<file path="src/rtl/lsu_pkg.sv">
package lsu_pkg;
    localparam int WORD_W = 16;
    localparam int ADDR_W = 16;
    localparam int BYTE_W = 8;
    localparam int LANES  = WORD_W / BYTE_W;
    localparam int LSEL_W = (LANES > 1) ? $clog2(LANES) : 1;

    typedef enum logic [1:0] {
        ST_IDLE  = 2'd0,
        ST_ISSUE = 2'd1,
        ST_WAIT  = 2'd2,
        ST_DONE  = 2'd3
    } lsu_state_e;

    typedef enum logic {
        SZ_WORD = 1'b0,
        SZ_BYTE = 1'b1
    } acc_size_e;

    typedef struct packed {
        logic                is_store;
        acc_size_e           size;
        logic [ADDR_W-1:0]   addr;
        logic [WORD_W-1:0]   wdata;
    } lsu_req_t;

    function automatic logic [ADDR_W-1:0] align_addr(input logic [ADDR_W-1:0] a);
        return {a[ADDR_W-1:LSEL_W], {LSEL_W{1'b0}}};
    endfunction

    function automatic logic [WORD_W-1:0] sext_byte(input logic [BYTE_W-1:0] b);
        return {{(WORD_W-BYTE_W){b[BYTE_W-1]}}, b};
    endfunction
endpackage

</file>
<file path="src/rtl/lsu_ctrl.sv">
module lsu_ctrl
    import lsu_pkg::*;
(
    input  logic     clk,
    input  logic     rst,
    input  logic     req_valid,
    input  lsu_req_t req_in,
    output logic     ready,
    output logic     issue,
    output logic     capture,
    output logic     done,
    output lsu_req_t held
);
    lsu_state_e state_q, state_d;
    logic       accept;

    assign accept = req_valid && (state_q == ST_IDLE);

    always_comb begin
        state_d = state_q;
        unique case (state_q)
            ST_IDLE:  if (accept) state_d = ST_ISSUE;
            ST_ISSUE: state_d = ST_WAIT;
            ST_WAIT:  state_d = ST_DONE;
            ST_DONE:  state_d = ST_IDLE;
            default:  state_d = ST_IDLE;
        endcase
    end

    always_ff @(posedge clk) begin
        if (rst) begin
            state_q <= ST_IDLE;
            held    <= '0;
        end else begin
            state_q <= state_d;
            if (accept) held <= req_in;
        end
    end

    assign ready   = (state_q == ST_IDLE);
    assign issue   = (state_q == ST_ISSUE);
    assign capture = (state_q == ST_WAIT);
    assign done    = (state_q == ST_DONE);

    AST_HELD_STABLE: assert property (@(posedge clk) disable iff (rst)
        (!ready && !$past(ready)) |-> $stable(held));
    AST_ONE_PHASE: assert property (@(posedge clk) disable iff (rst)
        $countones({ready, issue, capture, done}) == 1);
endmodule

</file>
<file path="src/rtl/lsu_store_steer.sv">
module lsu_store_steer
    import lsu_pkg::*;
(
    input  logic              issue,
    input  logic              is_store,
    input  acc_size_e         size,
    input  logic [LSEL_W-1:0] lane_sel,
    input  logic [WORD_W-1:0] wdata,
    output logic [LANES-1:0]  mem_we,
    output logic [WORD_W-1:0] mem_wdata
);
    for (genvar g = 0; g < LANES; g++) begin : g_lane
        always_comb begin
            mem_we[g] = issue && is_store &&
                        ((size == SZ_WORD) || (lane_sel == LSEL_W'(g)));
            mem_wdata[g*BYTE_W +: BYTE_W] = (size == SZ_BYTE) ?
                        wdata[BYTE_W-1:0] : wdata[g*BYTE_W +: BYTE_W];
        end
    end

    always_comb begin
        if (issue && is_store && size == SZ_BYTE)
            AST_BYTE_ONE_LANE: assert ($countones(mem_we) == 1);
        if (!is_store)
            AST_LOAD_NO_WE: assert (mem_we == '0);
    end
endmodule

</file>
<file path="src/rtl/lsu_load_extract.sv">
module lsu_load_extract
    import lsu_pkg::*;
(
    input  logic              clk,
    input  logic              rst,
    input  logic              capture,
    input  logic              is_store,
    input  acc_size_e         size,
    input  logic [LSEL_W-1:0] lane_sel,
    input  logic [WORD_W-1:0] mem_rdata,
    output logic [WORD_W-1:0] rdata
);
    logic [BYTE_W-1:0] lane_byte [LANES];
    logic [BYTE_W-1:0] picked;
    logic [WORD_W-1:0] result;

    for (genvar g = 0; g < LANES; g++) begin : g_split
        assign lane_byte[g] = mem_rdata[g*BYTE_W +: BYTE_W];
    end

    assign picked = lane_byte[lane_sel];
    assign result = (size == SZ_BYTE) ? sext_byte(picked) : mem_rdata;

    always_ff @(posedge clk) begin
        if (rst) begin
            rdata <= '0;
        end else if (capture && !is_store) begin
            rdata <= result;
        end
    end

    AST_BYTE_SIGN: assert property (@(posedge clk) disable iff (rst)
        (capture && !is_store && size == SZ_BYTE) |=>
            rdata[WORD_W-1:BYTE_W] == {(WORD_W-BYTE_W){rdata[BYTE_W-1]}});
endmodule

</file>
<file path="src/rtl/bytelane_lsu.sv">
module bytelane_lsu
    import lsu_pkg::*;
(
    input  logic              clk,
    input  logic              rst,
    input  logic              req_valid,
    input  logic              req_store,
    input  logic              req_byte,
    input  logic [ADDR_W-1:0] req_addr,
    input  logic [WORD_W-1:0] req_wdata,
    output logic              req_ready,
    output logic              mem_en,
    output logic [LANES-1:0]  mem_we,
    output logic [ADDR_W-1:0] mem_addr,
    output logic [WORD_W-1:0] mem_wdata,
    input  logic [WORD_W-1:0] mem_rdata,
    output logic              done,
    output logic [WORD_W-1:0] rdata
);
    lsu_req_t req_in, held;
    logic     issue, capture;

    always_comb begin
        req_in.is_store = req_store;
        req_in.size     = req_byte ? SZ_BYTE : SZ_WORD;
        req_in.addr     = req_addr;
        req_in.wdata    = req_wdata;
    end

    lsu_ctrl u_ctrl (
        .clk       (clk),
        .rst       (rst),
        .req_valid (req_valid),
        .req_in    (req_in),
        .ready     (req_ready),
        .issue     (issue),
        .capture   (capture),
        .done      (done),
        .held      (held)
    );

    lsu_store_steer u_steer (
        .issue     (issue),
        .is_store  (held.is_store),
        .size      (held.size),
        .lane_sel  (held.addr[LSEL_W-1:0]),
        .wdata     (held.wdata),
        .mem_we    (mem_we),
        .mem_wdata (mem_wdata)
    );

    lsu_load_extract u_extract (
        .clk       (clk),
        .rst       (rst),
        .capture   (capture),
        .is_store  (held.is_store),
        .size      (held.size),
        .lane_sel  (held.addr[LSEL_W-1:0]),
        .mem_rdata (mem_rdata),
        .rdata     (rdata)
    );

    assign mem_en   = issue;
    assign mem_addr = align_addr(held.addr);

    AST_EN_SINGLE: assert property (@(posedge clk) disable iff (rst)
        mem_en |=> !mem_en);
    AST_ADDR_ALIGNED: assert property (@(posedge clk) disable iff (rst)
        mem_en |-> (mem_addr[0] == 1'b0));
    AST_DONE_PULSE: assert property (@(posedge clk) disable iff (rst)
        done |=> !done);
    AST_DONE_AFTER_EN: assert property (@(posedge clk) disable iff (rst)
        mem_en |=> ##1 done);
    AST_BUSY_AFTER_ACCEPT: assert property (@(posedge clk) disable iff (rst)
        (req_valid && req_ready) |=> !req_ready);
    AST_NO_WE_IDLE: assert property (@(posedge clk) disable iff (rst)
        !mem_en |-> (mem_we == '0));
endmodule

</file>
<file path="config.mk">
export PLATFORM = sky130hd
export DESIGN_NAME = bytelane_lsu
export DESIGN_NICKNAME = d
export VERILOG_FILES = /design/src/rtl/lsu_pkg.sv /design/src/rtl/lsu_ctrl.sv /design/src/rtl/lsu_store_steer.sv /design/src/rtl/lsu_load_extract.sv /design/src/rtl/bytelane_lsu.sv
export SDC_FILE = /design/constraint.sdc
export NUM_CORES = 1
export LEC_CHECK = 0
export BUFFER_PORTS_ARGS = -buffer_cell sky130_fd_sc_hd__buf_2
export CORE_UTILIZATION = 38
export DETAILED_ROUTE_END_ITERATION = 6
export HOLD_SLACK_MARGIN = 0.02
export PLACE_DENSITY = 0.68
export SETUP_SLACK_MARGIN = 0.05
export SLEW_MARGIN = 30
export SYNTH_ARGS = -nofsm -noshare
export SYNTH_HDL_FRONTEND = slang
export SYNTH_HIERARCHICAL = 1
export SYNTH_SLANG_ARGS = --single-unit
</file>
<file path="constraint.sdc">
create_clock -name clk -period 1.8 [get_ports clk]
set_input_delay 0.27 -clock clk [delete_from_list [all_inputs] [get_ports clk]]
set_output_delay 0.27 -clock clk [all_outputs]
set_load 0.005 [all_outputs]
</file>
==> results.py <==
metrics = {
    "yosys": {
        "async_reset_ff_share_pct": 0,
        "synth_top_area_share_pct": 44.8,
        "post-synth-top-count-cell": "nand2_1",
        "synthTopCellsByCount": "77 x nand2_1, 52 x dfxtp_1, 29 x a21oi_1",
        "synth_edf_count": 0,
        "synth_cells": 270,
        "syn_nets": 328,
        "yosys-top-cells-area": "dfxtp_1 45%, nand2_1 12%, a21oi_1 6.2%",
        "synth_area_um2": 2320,
        "ys_types": 25,
        "ys_seq_area_share_pct": 44.8,
        "synth_top_area_cell": "dfxtp_1",
        "postSynthAreaPerCell_um2": 8.61,
        "synth_warnings": 6,
        "ys.flop_type": "dfxtp_1",
        "synth_seq_cells": 52,
    },
    "cts": {
        "cts_tree": "built",
        "cts_made_buffers": 5,
        "post_cts_buffers": 0,
        "htreeDepth": 2,
        "cts.reportedPaths.clkPinSlew_ns": 0.10,
        "clock_sinks": 52,
        "cts_hold_buffers": 0,
        "cts_max_path_buffers": 2,
        "worstSkewPairLatency_ns": 0.30,
        "cts.repair.resized": 0,
        "clk_root_buffer_cell": "clkbuf_8",
    },
    "floorplan": {
        "fp-row-count": 28,
        "ios": 106,
        "die_x_um": 80.2,
        "start_util_pct": 39.3,
        "die_area_um2": 6430,
        "core_um2": 5920,
        "dieHeight_um": 80.2,
    },
    "run_status": {
        "status": "finished clean",
    },
    "cells_and_area": {
        "stdcell_area_um2": 2910,
        "antenna_cells": 0,
        "fin_cells": 434,
        "area_growth_pct": 25.0,
        "drive_gt1_share_pct": 38.4,
        "nFillCells": 585,
        "layout.nets": 416,
    },
    "global_routing": {
        "grtUsageMet1_pct": 22.1,
        "overflow": 0,
        "first_global_vias": 1845,
        "track_usage_pct": 17.2,
        "grt_antenna_before_repair": 0,
        "grtUsageMet2_pct": 28.5,
        "grtUsageMet3_pct": 4.43,
        "grt_max_degree": 53,
        "busiest_layer": "met2",
        "grt_pass1_wl_um": 8560,
    },
    "timing": {
        "setup_viol": 0,
        "rsz0062_at_grt": "false",
        "final_hold_viol_count": 0,
        "setup_slack_ns": 0.217,
        "clock_skew_ns": 0.0103,
        "finalCriticalPeriod_ns": 1.58,
        "max_freq_ghz": 0.632,
        "fin_crit_sh_pct": 87.9,
        "slew_viol_final": 0,
        "tns_ns": 0,
    },
    "route": {
        "drtIter0Drc": 91,
        "postRouteAntennaNets": 0,
        "vias": 2086,
        "drt_wl_total_um": 5510,
        "first_pass_iters": 4,
        "drc_errors": 0,
        "wl_per_cell_um": 12.7,
        "viasPerCell": 4.81,
    },
    "power_and_ir_drop": {
        "power.density_nw_per_um2": 1280,
        "power_frac_comb_pct": 36.1,
        "leakagePower_nw": 1.36,
        "p_int_w": 0.00244,
        "clkPwrFrac_pct": 22.0,
        "p_seq_share_pct": 41.9,
        "power_w": 0.00371,
        "sw_frac_of_total_pct": 34.2,
        "ir_worst_vdd_mv": 0.656,
        "p_switching_w": 0.00127,
    },
    "critical_path": {
        "crit_required_ns": 1.53,
        "startpoint": "u_ctrl/held[32]",
        "arrival_ns": 1.31,
        "r2r_cells": 6,
        "start_kind": "register",
        "cp-end-kind": "primary output",
        "r2r_end": "u_extract/rdata[3]",
        "r2r_start": "u_ctrl/state_q[0]",
        "r2r_setup_slack_ns": 0.25,
        "path_class": "reg -> out",
        "cp_max_fo": 10,
        "cp-endpoint": "mem_wdata[10]",
    },
    "min_path": {
        "worstHoldPathType": "in -> reg",
    },
    "placed_design": {
        "placed_cell_area_um2": 2790,
        "place_congestion": 0.750,
        "dp_hpwl_um": 3840,
        "port_buffers": 104,
        "post-place-cells": 426,
        "place_ws_ns": 0.299,
    },
    "run": {
        "cap_violations": 0,
    },
}
==> cells in the final DEF, fill, tap and decap left out <==
cell type   instances
bufinv_16           1
conb_1              1
clkinvlp_4          1
nand2_2             1
a21oi_2             7
a311oi_1            7
or2b_2              1
inv_6               1
ha_1                5
nand2b_1            9
dfxtp_1            52
nor2_1             19
nor2b_1             1
a211oi_1           10
buf_12              2
buf_4               4
a21boi_4            1
nand2_1            77
and2_4              1
nand3_1             7
clkbuf_8            5
buf_2             104
inv_1               3
mux2i_1             1
a21oi_1            29
mux2_4              9
==> cell families after synthesis <==
| logic type | after synthesis | share of synthesized area, % |
|---|---|---|
| adders and majority gates | 5 | 2.69 |
| DFF | 52 | 44.8 |
| other | 1 | 0.161 |
| buffers and inverters | 32 | 9.85 |
| and+or+nand+nor | 116 | 20.7 |
| AOI/OAI and AO/OA | 54 | 15.6 |
| muxes | 10 | 6.24 |
==> flip-flops by register name (all words and copies together), names as in the netlist <==
| register | count |
|---|---|
| u_ctrl/held | 34 |
| u_extract/rdata | 16 |
| u_ctrl/state_q | 2 |
==> stage by stage <==
| stage | hold WS, ns | util, % |
|---|---|---|
| floorplan | 0.406 | - |
| global placement | 0.441 | 47.1 |
| detailed placement | 0.444 | 47.1 |
| CTS | 0.176 | 49.1 |
| global route | 0.177 | 49.1 |
| finish | 0.185 | 49.1 |
==> cell type report <==
class | instances | area [um2] | share of cell area, %
Clock inverter | 3 | 46.3 | 1.59
Inverter | 3 | 11.3 | 0.387
Sequential cell | 52 | 1040 | 35.8
Timing Repair Buffer | 110 | 591 | 20.3
Tap cell | 75 | 93.8 | 3.23
Clock buffer | 5 | 68.8 | 2.37
Multi-Input combinational cell | 186 | 1050 | 36.3
==> worst min-delay path by stage <==
stage / startpoint / end / slack, ns / cells past startpoint
after floorplan: req_wdata[10] / u_ctrl/held[10] / 0.41 / 2
after global placement: u_ctrl/held[19] / u_ctrl/held[19] / 0.44 / 2
after detailed placement: u_ctrl/held[24] / u_ctrl/held[24] / 0.44 / 2
after CTS: req_addr[6] / u_ctrl/held[22] / 0.18 / 3
after global routing: req_wdata[12] / u_ctrl/held[12] / 0.18 / 3
final: req_wdata[5] / u_ctrl/held[5] / 0.19 / 3
==> metal layers <==
metal	routed length (um)	vias up
met1	2490	953
met2	2590	74
met4	57	0
met3	376	6
met5	0	-
li1	-	1053
==> worst max-delay path, cell delays in order, from the launching register on <==
cell	delay, ns
dfxtp_1	0.34
buf_4	0.22
mux2_4	0.32
buf_2	0.12
==> power by group through the flow <==
stage | clock [W] | combinational, W | sequential [W]
2_1_floorplan | 0 | 0.000986 | 0.00158
3_3_place_gp | 0 | 0.00133 | 0.00157
3_5_place_dp | 0 | 0.00135 | 0.00158
4_1_cts | 0.000850 | 0.00135 | 0.00156
5_1_grt | 0.000894 | 0.00152 | 0.00158
6_report | 0.000818 | 0.00134 | 0.00156
(Power assumes the default switching activity.)
